File: config.mk
export PLATFORM = sky130hd
export DESIGN_NAME = tl_intersection
export DESIGN_NICKNAME = d
export VERILOG_FILES = /design/src/rtl/tl_pkg.sv /design/src/rtl/tl_timer.sv /design/src/rtl/tl_ctrl.sv /design/src/rtl/tl_intersection.sv
export SDC_FILE = /design/constraint.sdc
export NUM_CORES = 1
export LEC_CHECK = 0
export BUFFER_PORTS_ARGS = -buffer_cell sky130_fd_sc_hd__clkbuf_2
export CORE_AREA = 2 2 39 41
export DETAILED_ROUTE_END_ITERATION = 8
export DIE_AREA = 0 0 41 43
export MAX_ROUTING_LAYER = met4
export SLEW_MARGIN = 20
export SYNTH_ARGS = -nofsm -noshare
export SYNTH_HDL_FRONTEND = slang
export SYNTH_SLANG_ARGS = --single-unit
File: constraint.sdc
create_clock -name clk -period 3 [get_ports clk]
set_input_delay 0.6 -clock clk [delete_from_list [all_inputs] [get_ports clk]]
set_output_delay 0.6 -clock clk [all_outputs]
set_load 0.005 [all_outputs]
File: src/rtl/tl_pkg.sv
package tl_pkg;

  typedef enum logic [2:0] {
    LT_OFF      = 3'd0,
    LT_RED      = 3'd1,
    LT_YELLOW   = 3'd2,
    LT_GREEN    = 3'd3,
    LT_PREGREEN = 3'd4
  } light_e;

  // strobes from control to the timer datapath
  typedef struct packed {
    logic tmrClear;
  } tl_strobe_s;

endpackage

File: src/rtl/tl_timer.sv
module tl_timer #(
  parameter int TIMER_W = 2
) (
  input  logic               clk,
  input  logic               rstN,
  input  tl_pkg::tl_strobe_s strobe,
  output logic [TIMER_W-1:0] count,
  output logic               atLimit
);
  localparam logic [TIMER_W-1:0] LIMIT = {TIMER_W{1'b1}};

  assign atLimit = (count == LIMIT);

  // saturating up-counter, cleared on request
  always_ff @(posedge clk) begin
    if (!rstN)                count <= '0;
    else if (strobe.tmrClear) count <= '0;
    else if (!atLimit)        count <= count + 1'b1;
  end
endmodule

File: src/rtl/tl_ctrl.sv
module tl_ctrl #(
  parameter int TIMER_W = 2
) (
  input  logic               clk,
  input  logic               rstN,
  input  logic               sideSensor,
  input  logic               emergency,
  input  logic [TIMER_W-1:0] count,
  input  logic               atLimit,
  output tl_pkg::light_e     mainLight,
  output tl_pkg::light_e     sideLight,
  output tl_pkg::tl_strobe_s strobe
);
  import tl_pkg::*;

  light_e mainNext, sideNext;
  logic   sideReq, grant, toRed, mainToGreen;

  // handshake between master (main road) and slave (side road)
  always_comb begin
    sideReq     = (sideLight == LT_RED) && sideSensor;
    grant       = (mainLight == LT_GREEN) && sideReq && atLimit && !emergency;
    toRed       = (sideLight == LT_GREEN) &&
                  (emergency || atLimit || (!sideSensor && (count != '0)));
    mainToGreen = (mainLight == LT_RED) && (sideLight == LT_RED) &&
                  atLimit && !emergency;
    strobe.tmrClear = (mainLight == LT_OFF) || (mainLight == LT_YELLOW) ||
                      mainToGreen || emergency;
  end

  // master FSM
  always_comb begin
    case (mainLight)
      LT_OFF:    mainNext = emergency ? LT_RED : LT_GREEN;
      LT_GREEN:  mainNext = (emergency || grant) ? LT_YELLOW : LT_GREEN;
      LT_YELLOW: mainNext = LT_RED;
      LT_RED:    mainNext = mainToGreen ? LT_GREEN : LT_RED;
      default:   mainNext = LT_OFF;
    endcase
  end

  // slave FSM
  always_comb begin
    case (sideLight)
      LT_OFF:      sideNext = LT_RED;
      LT_RED:      sideNext = grant ? LT_PREGREEN : LT_RED;
      LT_PREGREEN: sideNext = emergency ? LT_RED : LT_GREEN;
      LT_GREEN:    sideNext = toRed ? LT_YELLOW : LT_GREEN;
      LT_YELLOW:   sideNext = LT_RED;
      default:     sideNext = LT_OFF;
    endcase
  end

  always_ff @(posedge clk) begin
    if (!rstN) begin
      mainLight <= LT_OFF;
      sideLight <= LT_OFF;
    end else begin
      mainLight <= mainNext;
      sideLight <= sideNext;
    end
  end
endmodule

File: src/rtl/tl_intersection.sv
module tl_intersection #(
  parameter int TIMER_W = 2
) (
  input  logic           clk,
  input  logic           rstN,
  input  logic           sideSensor,
  input  logic           emergency,
  output tl_pkg::light_e mainLight,
  output tl_pkg::light_e sideLight
);
  tl_pkg::tl_strobe_s strobe;
  logic [TIMER_W-1:0] count;
  logic               atLimit;

  tl_timer #(.TIMER_W(TIMER_W)) u_timer (
    .clk(clk), .rstN(rstN), .strobe(strobe), .count(count), .atLimit(atLimit)
  );

  tl_ctrl #(.TIMER_W(TIMER_W)) u_ctrl (
    .clk(clk), .rstN(rstN), .sideSensor(sideSensor), .emergency(emergency),
    .count(count), .atLimit(atLimit),
    .mainLight(mainLight), .sideLight(sideLight), .strobe(strobe)
  );
endmodule

; ---- Word-level counts from Yosys, hierarchy flattened
; Cells that the tools add are included.
[op_classes]
add_sub_neg = 1
mul = 0
div_mod_pow = 0
magnitude_cmp = 0
eq_ne = 8
shifts = 0
muxes = 7
bitwise_logic = 1
n_reduce_logical = 22
[op_table]
columns = cell, count
row1 = $pmux 3 s4, 2
row2 = $eq 3x2->1 const B, 4
row3 = $logic_and 1x1->1, 9
row4 = $eq 3x1->1 const B, 2
row5 = $logic_not 3->1, 2
row6 = $logic_or 1x1->1, 6
row7 = $mux 2, 2
row8 = $reduce_or 2->1, 2
row9 = $eq 3x3->1 const B, 1
row10 = $mux 3, 1
row11 = $add 2x1->2 const B, 1
row12 = $eq 2x2->1 const B, 1
row13 = $logic_not 1->1, 2
row14 = $mux 1, 2
row15 = $reduce_bool 2->1, 1
row16 = $not 1->1, 1
[word_totals]
ff_bits = 8
latch_bits = 0
ramBits = 0
mem_bits_ro = 0
inputBits = 4
elab_cells = 42
memories = 0

; ---- Logic depth before layout (Yosys ltp)
; Gate-level depths: netlist of run 1.
[logic_depth]
ltp_word = 8
mapped_depth = 4
ltp_nobuf = 4

; ---- Modules after synthesis
; From an unflattened synthesis of run 1, not the netlist that was laid out.
[unflattened]
hier_cells = 44
area_unflattened_um2 = 412.9
[by_module_without_submodules]
columns = mod, n_inst, cells_each, area_each_um2, seq_area_each_um2
row1 = tl_ctrl, 1, 35, 315.3, 100.1
row2 = tl_timer, 1, 9, 97.6, 40.0

; ---- Worst setup path before layout of run 1
; No wires, ideal clock.
[synth_path]
path_type = input to register
from = input port emergency
to = register u_timer.count[0]
t_arrival_ps = 1187
required_time_ps = 2922
setup_slack_ps = 1735
path_stages = 3
n_path_buf = 0
cell_sequence = nand2b_1 or3_1 nor3_1
[synth_via]
elab_chain_cells = 5
[synth_lines]
columns = item, line
row1 = "start, declared", tl_intersection.sv:7  ; input logic emergency,
row2 = $logic_not 1->1, tl_ctrl.sv:26  ; atLimit && !emergency;
row3 = $logic_and 1x1->1, tl_ctrl.sv:26
row4 = $logic_or 1x1->1, tl_ctrl.sv:27  ; strobe.tmrClear = (mainLight == LT_OFF) || (mainLight == LT_YELLOW) ||
row5 = $logic_or 1x1->1 *, tl_ctrl.sv:28  ; mainToGreen || emergency;
row6 = $reduce_or 2->1 (no line) *, --
row7 = "end signal, assigned", tl_timer.sv:18  ; else if (!atLimit) count <= count + 1'b1;
row8 = "end, declared", tl_timer.sv:7  ; output logic [TIMER_W-1:0] count,
; Every way passes the cells marked *; elsewhere a longest branch is shown, timed or not.
; A chain may end at the register's enable or synchronous reset.

; ---- Worst setup path in the final report of run 1
[layout_path]
from = register u_ctrl.sideLight[1]
to = output port sideLight[1]
[layout_rtl]
columns = item, line
row1 = "start, declared", tl_ctrl.sv:11  ; output tl_pkg::light_e sideLight,
row2 = "start signal, assigned", tl_ctrl.sv:60  ; sideLight <= sideNext;
row3 = "end, declared", tl_intersection.sv:9  ; output tl_pkg::light_e sideLight
; No word-level cell between the ends.

==> results by group, run 1 <==
STA
  • Post-route setup TNS: 0 ns
  • Final Cycle Share: 50.1%
  • Final Hold Viols: 0
  • Layout Skew: 0.00340 ns
  • RSZ-0062 raised after global routing: no
  • Achievable Freq: 0.666 GHz
  • # setup viols final: 0
  • Min cycle time layout: 1.50 ns
  • Final-report max-slew violation count: 0

Routing
  • Iteration count of the initial detailed-routing pass: 3
  • Via/cell ratio: 4.93
  • Average wire per standard cell: 10.1 µm
  • 1st-iter DRT viols: 5
  • ANT nets after route: 0
  • Post-route DRC: 0
  • Final WL: 718 µm
  • Via count: 350

Worst setup path
  • Crit Path Class: flip-flop to primary output
  • CP bufs+invs: 1
  • Crit Path Max Fanout: 9
  • Worst EP required: 2.40 ns
  • CP startpoint kind: flip-flop
  • Critical path's top delay family: flip-flops
  • Max incr delay on CP: 0.47 ns
  • Worst Path Arrival: 0.90 ns
  • Slowest-stage cell, CP: dfxtp_1
  • CP endpoint kind: primary output
  • Cell Chain, Critical Path: clkbuf_2

Placement
  • Placed instance count: 67
  • Port bufs: 8
  • DP HPWL: 576 µm
  • Routability cong.: 0.713

Yosys
  • Post-synth top area cell: dfxtp_1
  • Syn avg cell area: 9.33 µm²
  • Synth Warn #: 0
  • Synth Register Bits: 7
  • Area share of the largest cell type after synthesis: 34.1%
  • Post-Syn Nets: 54
  • Top post-synthesis cells by area: dfxtp_1, ha_1, nand3b_1
  • Synthesized area: 410 µm²
  • Netlist cell types: 21
  • Register area share after synthesis: 34.1%
  • Synth Instances: 44

Layout
  • Post-route insts no fill: 71
  • Area Growth Syn to Fin: 19.2%
  • Layout cells sized above 1: 21.8%
  • Diode count: 0
  • Layout fillers: 150
  • NumNets Final: 66

Global route
  • Vias in the first global route: 331
  • Overflow after GRT: 0
  • First-pass GRT wire length: 1230 µm
  • Initial antenna violation count: 0
  • Overall Global Routing Usage: 11.2%
  • Largest net degree at the start of global routing: 10

CTS
  • Clock Latency Late Sink: 0.26 ns
  • Clock-pin slew on the worst setup and hold paths: 0.06 ns
  • CTS H-tree depth: 1
  • Num CTS Buffers: 3
  • Post-CTS Setup Repair Bufs: 0
  • CTS tree: built
  • Clock Path Buffers: 2
  • Clock sinks: 7
  • Post-CTS Resized: 0
  • # hold bufs at CTS: 0
  • Root Buffer: clkbuf_4

Die
  • Initial Util: 29.7%
  • Die area: 1760 µm²
  • CORE AREA: 1380 µm²
  • Die Span X: 41 µm
  • Core Rows: 14
  • Ports: 10
  • Vert. Die Dim: 43 µm

Pwr
  • Comb pwr share: 14.5%
  • PwrDens: 464 nW/µm²
  • Reg power frac: 46.3%
  • Sw power: 0.0000608 W
  • Worst VDD drop: 0.146 mV
  • Switching share of total power: 26.8%
  • Clock share of power: 39.2%
  • P_leak: 0.204 nW
  • Internal Pwr Total: 0.000166 W

Job
  • Max Cap Viol: 0

Min path
  • Hold crit path type: flip-flop to flip-flop

Outcome
  • Run status: finished, final reports clean
[registers in the layout, indices dropped and copies added, names as in the netlist]
name and count:
u_timer.count 2, u_ctrl.sideLight 3, u_ctrl.mainLight 2
[power groups by stage]
stage / Sequential, W / Clock (W) / Combinational, W
floorplan: 0.000107 / 0 / 0.0000205
global placement: 0.000107 / 0 / 0.0000327
detailed placement: 0.000107 / 0 / 0.0000332
CTS: 0.000105 / 0.0000907 / 0.0000336
global route: 0.000106 / 0.0000956 / 0.0000397
finish: 0.000105 / 0.0000889 / 0.0000330
[logic make-up (layout without fill, tap and decap cells)]
| group | after synthesis | in the layout | synth area share, % |
|---|---|---|---|
| AO/OA/AOI/OAI | 7 | 7 | 11.0 |
| XOR/XNOR | 1 | 1 | 2.13 |
| adder cells (fa/ha/maj) | 6 | 6 | 18.3 |
| buffers and inverters | 5 | 16 | 5.49 |
| flip-flops | 7 | 7 | 34.1 |
| multiplexers | 1 | 1 | 2.44 |
| other | 1 | 1 | 0.914 |
| AND/OR/NAND/NOR | 16 | 16 | 25.6 |
[worst paths after layout]
path	slack, ns	end	from	depth (start not counted)
setup / recovery	1.50	sideLight[1]	u_ctrl.sideLight[1]	1
hold / removal	0.53	u_ctrl.sideLight[1]	u_ctrl.sideLight[0]	2
hold reg to reg	0.53	u_ctrl.sideLight[1]	u_ctrl.sideLight[0]	2
setup reg to reg	1.64	u_timer.count[1]	u_timer.count[0]	4
[per-layer routing]
layer / track usage (%) / share of wire, % / up-vias
met5: - / 0 / -
met4: 8.00 / 3.5 / 0
met3: 6.28 / 6.5 / 2
met2: 15.9 / 42 / 10
met1: 10.9 / 48 / 164
li1: - / - / 174
[synthesized netlist by cell type]
| library cell | number |
|---|---|
| dfxtp_1 | 7 |
| ha_1 | 6 |
| inv_1 | 4 |
| o21ai_0 | 4 |
| nand3b_1 | 3 |
| nor3_1 | 3 |
| nand2_1 | 2 |
| nor4_1 | 2 |
| a21boi_1 | 1 |
| a311oi_1 | 1 |
| buf_4 | 1 |
| conb_1 | 1 |
| mux2i_1 | 1 |
| nand2b_1 | 1 |
| nor2_1 | 1 |
| nor2b_1 | 1 |
| nor4b_2 | 1 |
| o31a_1 | 1 |
| or3_1 | 1 |
| or4b_1 | 1 |
| xor2_1 | 1 |
[stage by stage]
step	total power, W	hold slack [ns]	setup slack (ns)	cell area [µm²]	util [%]
after floorplan	0.000127	0.513	1.74	410	-
after global placement	0.000140	0.531	1.55	463	33.5
after detailed placement	0.000141	0.534	1.52	463	33.5
after CTS	0.000230	0.540	1.49	489	35.4
after global routing	0.000241	0.581	1.44	489	35.4
final	0.000227	0.533	1.50	489	35.4
[cell usage in the layout, fill, tap and decap left out]
cell type	count
nor4b_2	1
clkbuf_4	3
o21ai_0	4
nand3b_1	3
a21boi_1	1
nor2_1	1
o31a_1	1
nand2b_1	1
nor3_1	3
a311oi_1	1
nor2b_1	1
xor2_1	1
or4b_1	1
or3_1	1
conb_1	1
nor4_1	2
mux2i_1	1
nand2_1	2
clkbuf_1	1
ha_1	6
clkbuf_2	8
inv_1	4
dfxtp_1	7
[layout make-up]
| type | instances | area, µm² | share of cell area (%) |
|---|---|---|---|
| multi-input combinational | 32 | 248 | 50.6 |
| sequential | 7 | 140 | 28.6 |
| timing repair buffer | 8 | 40.0 | 8.18 |
| clock buffer | 4 | 26.3 | 5.37 |
| tap | 16 | 20.0 | 4.09 |
| inverter | 4 | 15.0 | 3.07 |
No activity file was read; power rests on OpenSTA's default activity.
==> run 2: changes to the inputs <==
- ABC_AREA: default -> 1
- clock period: 3 -> 1.54 ns (I/O delays scaled with it)
==> run 2 against run 1 <==
  * Register-to-register slack got worse by 1.2 ns
  * Critical path depth increased by 5
  * Non-clock buffer count unchanged
  * Synthesized cell count increased by 41%
  * Die area unchanged
  * Final cell count increased by 25%
  * Critical path type is now flip-flop to flip-flop
  * Highest routed layer unchanged
==> results by group, run 2 <==
Worst setup path
  • CP bufs+invs: 0
  • CP dominant cell by count: nor2_1
  • CP endpoint kind: flip-flop
  • Cell Chain, Critical Path: ha_1, nand2_2, nor2_2, a21oi_1, nor2_1, nor2_1
  • Slowest-stage cell, CP: dfxtp_1
  • Max incr delay on CP: 0.36 ns
  • Crit Path Class: flip-flop to flip-flop
  • Crit Path Max Fanout: 5
  • Worst EP required: 1.68 ns
  • Worst Path Arrival: 1.28 ns
  • CP startpoint kind: flip-flop
  • Critical path's top delay family: flip-flops

Routing
  • Iteration count of the initial detailed-routing pass: 2
  • Via/cell ratio: 4.37
  • ANT nets after route: 0
  • Via count: 389
  • Post-route DRC: 0
  • Final WL: 713 µm
  • 1st-iter DRT viols: 1
  • Average wire per standard cell: 8.01 µm

CTS
  • Clock-pin slew on the worst setup and hold paths: 0.05 ns
  • Clock sinks: 7
  • CTS tree: built
  • Root Buffer: clkbuf_4
  • Num CTS Buffers: 3
  • Post-CTS Resized: 0
  • # hold bufs at CTS: 0
  • CTS H-tree depth: 1
  • Clock Path Buffers: 2
  • Post-CTS Setup Repair Bufs: 0
  • Clock Latency Late Sink: 0.25 ns

Layout
  • Layout cells sized above 1: 20.5%
  • Diode count: 0
  • Design area: 515 µm²
  • Layout fillers: 150
  • Max reg flops: 3
  • Biggest register: u_ctrl.sideLight
  • FF/Latch Area: 140 µm²
  • Most common cell after layout, fill and taps aside: nor2_1
  • NumNets Final: 84
  • Most frequent cells in the layout: nor2_1, inv_1, nand2_1, clkbuf_2, dfxtp_1
  • Multi-input logic area: 248 µm²
  • Area Growth Syn to Fin: 18.1%
  • Top flop regs: u_ctrl.sideLight x3, u_ctrl.mainLight x2, u_timer.count x2

Die
  • Die Span X: 41 µm
  • CORE AREA: 1380 µm²
  • Die area: 1760 µm²
  • Ports: 10
  • Initial Util: 31.6%
  • Core Rows: 14
  • Vert. Die Dim: 43 µm

STA
  • Min cycle time layout: 1.14 ns
  • Post-route setup TNS: 0 ns
  • Final Hold Viols: 0
  • RSZ-0062 raised after global routing: no
  • Final-report max-slew violation count: 0
  • Achievable Freq: 0.877 GHz
  • Final Cycle Share: 74.0%
  • Layout Skew: 0.00152 ns
  • # setup viols final: 0

Yosys
  • Synth Instances: 62
  • Netlist cell types: 17
  • Syn avg cell area: 7.04 µm²
  • Area share of the largest cell type after synthesis: 32.1%
  • EDFF count, synth: 0
  • Register area share after synthesis: 32.1%
  • Top post-synthesis cells by area: dfxtp_1, ha_1, nor2_1
  • Synth Warn #: 0
  • Count leader, synth: nor2_1
  • Synthesized area: 437 µm²
  • Commonest cells post-synth: nor2_1, inv_1, nand2_1
  • Post-Syn Nets: 72
  • Ys async rst share: 0%
  • Dominant synthesized flop cell: dfxtp_1
  • Synth Register Bits: 7
  • Post-synth top area cell: dfxtp_1

Min path
  • Hold crit path type: primary input to flip-flop

Pwr
  • Overall power: 0.000440 W
  • P_leak: 0.253 nW
  • PwrDens: 853 nW/µm²
  • Worst VDD drop: 0.432 mV

Job
  • Max Cap Viol: 0

Global route
  • Overall Global Routing Usage: 10.8%
  • Initial antenna violation count: 0
  • Largest net degree at the start of global routing: 6
  • Vias in the first global route: 337
  • Overflow after GRT: 0
  • First-pass GRT wire length: 1210 µm

Placement
  • Placed cell area: 489 µm²
  • Port bufs: 8
  • DP HPWL: 600 µm
  • Routability cong.: 0.821

Outcome
  • Run status: finished, final reports clean
## run 2: cell count changes in the layout (fill, tap and decap cells not counted), sizes merged, moves of 2 or more
cell / change
nor3: -2
nand3: +2
nand3b: -3
o21ai: -3
a21oi: +4
inv: +7
nand2: +9
nor2: +13
nor4: -2
## run 2: worst paths after layout
kind | from | to | slack [ns] | depth (start not counted)
worst min register to register | u_ctrl.sideLight[2] | u_ctrl.sideLight[1] | 0.48 | 2
worst max register to register | u_timer.count[0] | u_ctrl.sideLight[0] | 0.40 | 6
worst min-delay path | rstN | u_ctrl.sideLight[1] | 0.27 | 3
worst max-delay path | u_timer.count[0] | u_ctrl.sideLight[0] | 0.40 | 6
## run 2: layout make-up
cell class,instances,area share [%]
clock buffer,4,5.10
tap,16,3.88
inverter,11,8.01
sequential,7,27.2
timing repair buffer,8,7.77
multi-input combinational,43,48.1
## run 2: worst min-delay path, stage by stage
cell and delay [ns]:
clkbuf_2 0.09, nand2_1 0.05, nand2_1 0.05
## run 2: metal layers
metal / vias up / part of all wire (%) / track usage [%]
li1: 211 / - / -
met1: 170 / 44 / 11.4
met2: 6 / 51 / 15.3
met3: 2 / 2.4 / 3.14
met4: 0 / 2.0 / 10.0
met5: - / 0 / -
## run 2: logic make-up after synthesis
family / count (synthesis) / share of synthesized area [%]
adder cells (fa/ha/maj): 6 / 17.2
other: 1 / 0.859
AND/OR/NAND/NOR: 29 / 28.7
buffers and inverters: 12 / 11.2
flip-flops: 7 / 32.1
XOR/XNOR: 1 / 2.01
AO/OA/AOI/OAI: 5 / 5.73
multiplexers: 1 / 2.29
## run 2: report_power, final
part           internal [W]  switching, W
clock             0.0000987     0.0000647
sequential         0.000193     0.0000106
combinational     0.0000318     0.0000412
total              0.000323      0.000116
## run 2: stage by stage
| step | hold slack (ns) | util (%) | worst slack, ns | instances |
|---|---|---|---|---|
| after floorplan | 0.378 | - | 0.483 | 62 |
| after global placement | 0.478 | 35.4 | 0.408 | 85 |
| after detailed placement | 0.477 | 35.4 | 0.401 | 85 |
| after CTS | 0.268 | 37.3 | 0.388 | 89 |
| after global routing | 0.302 | 37.3 | 0.248 | 89 |
| final | 0.275 | 37.3 | 0.400 | 89 |
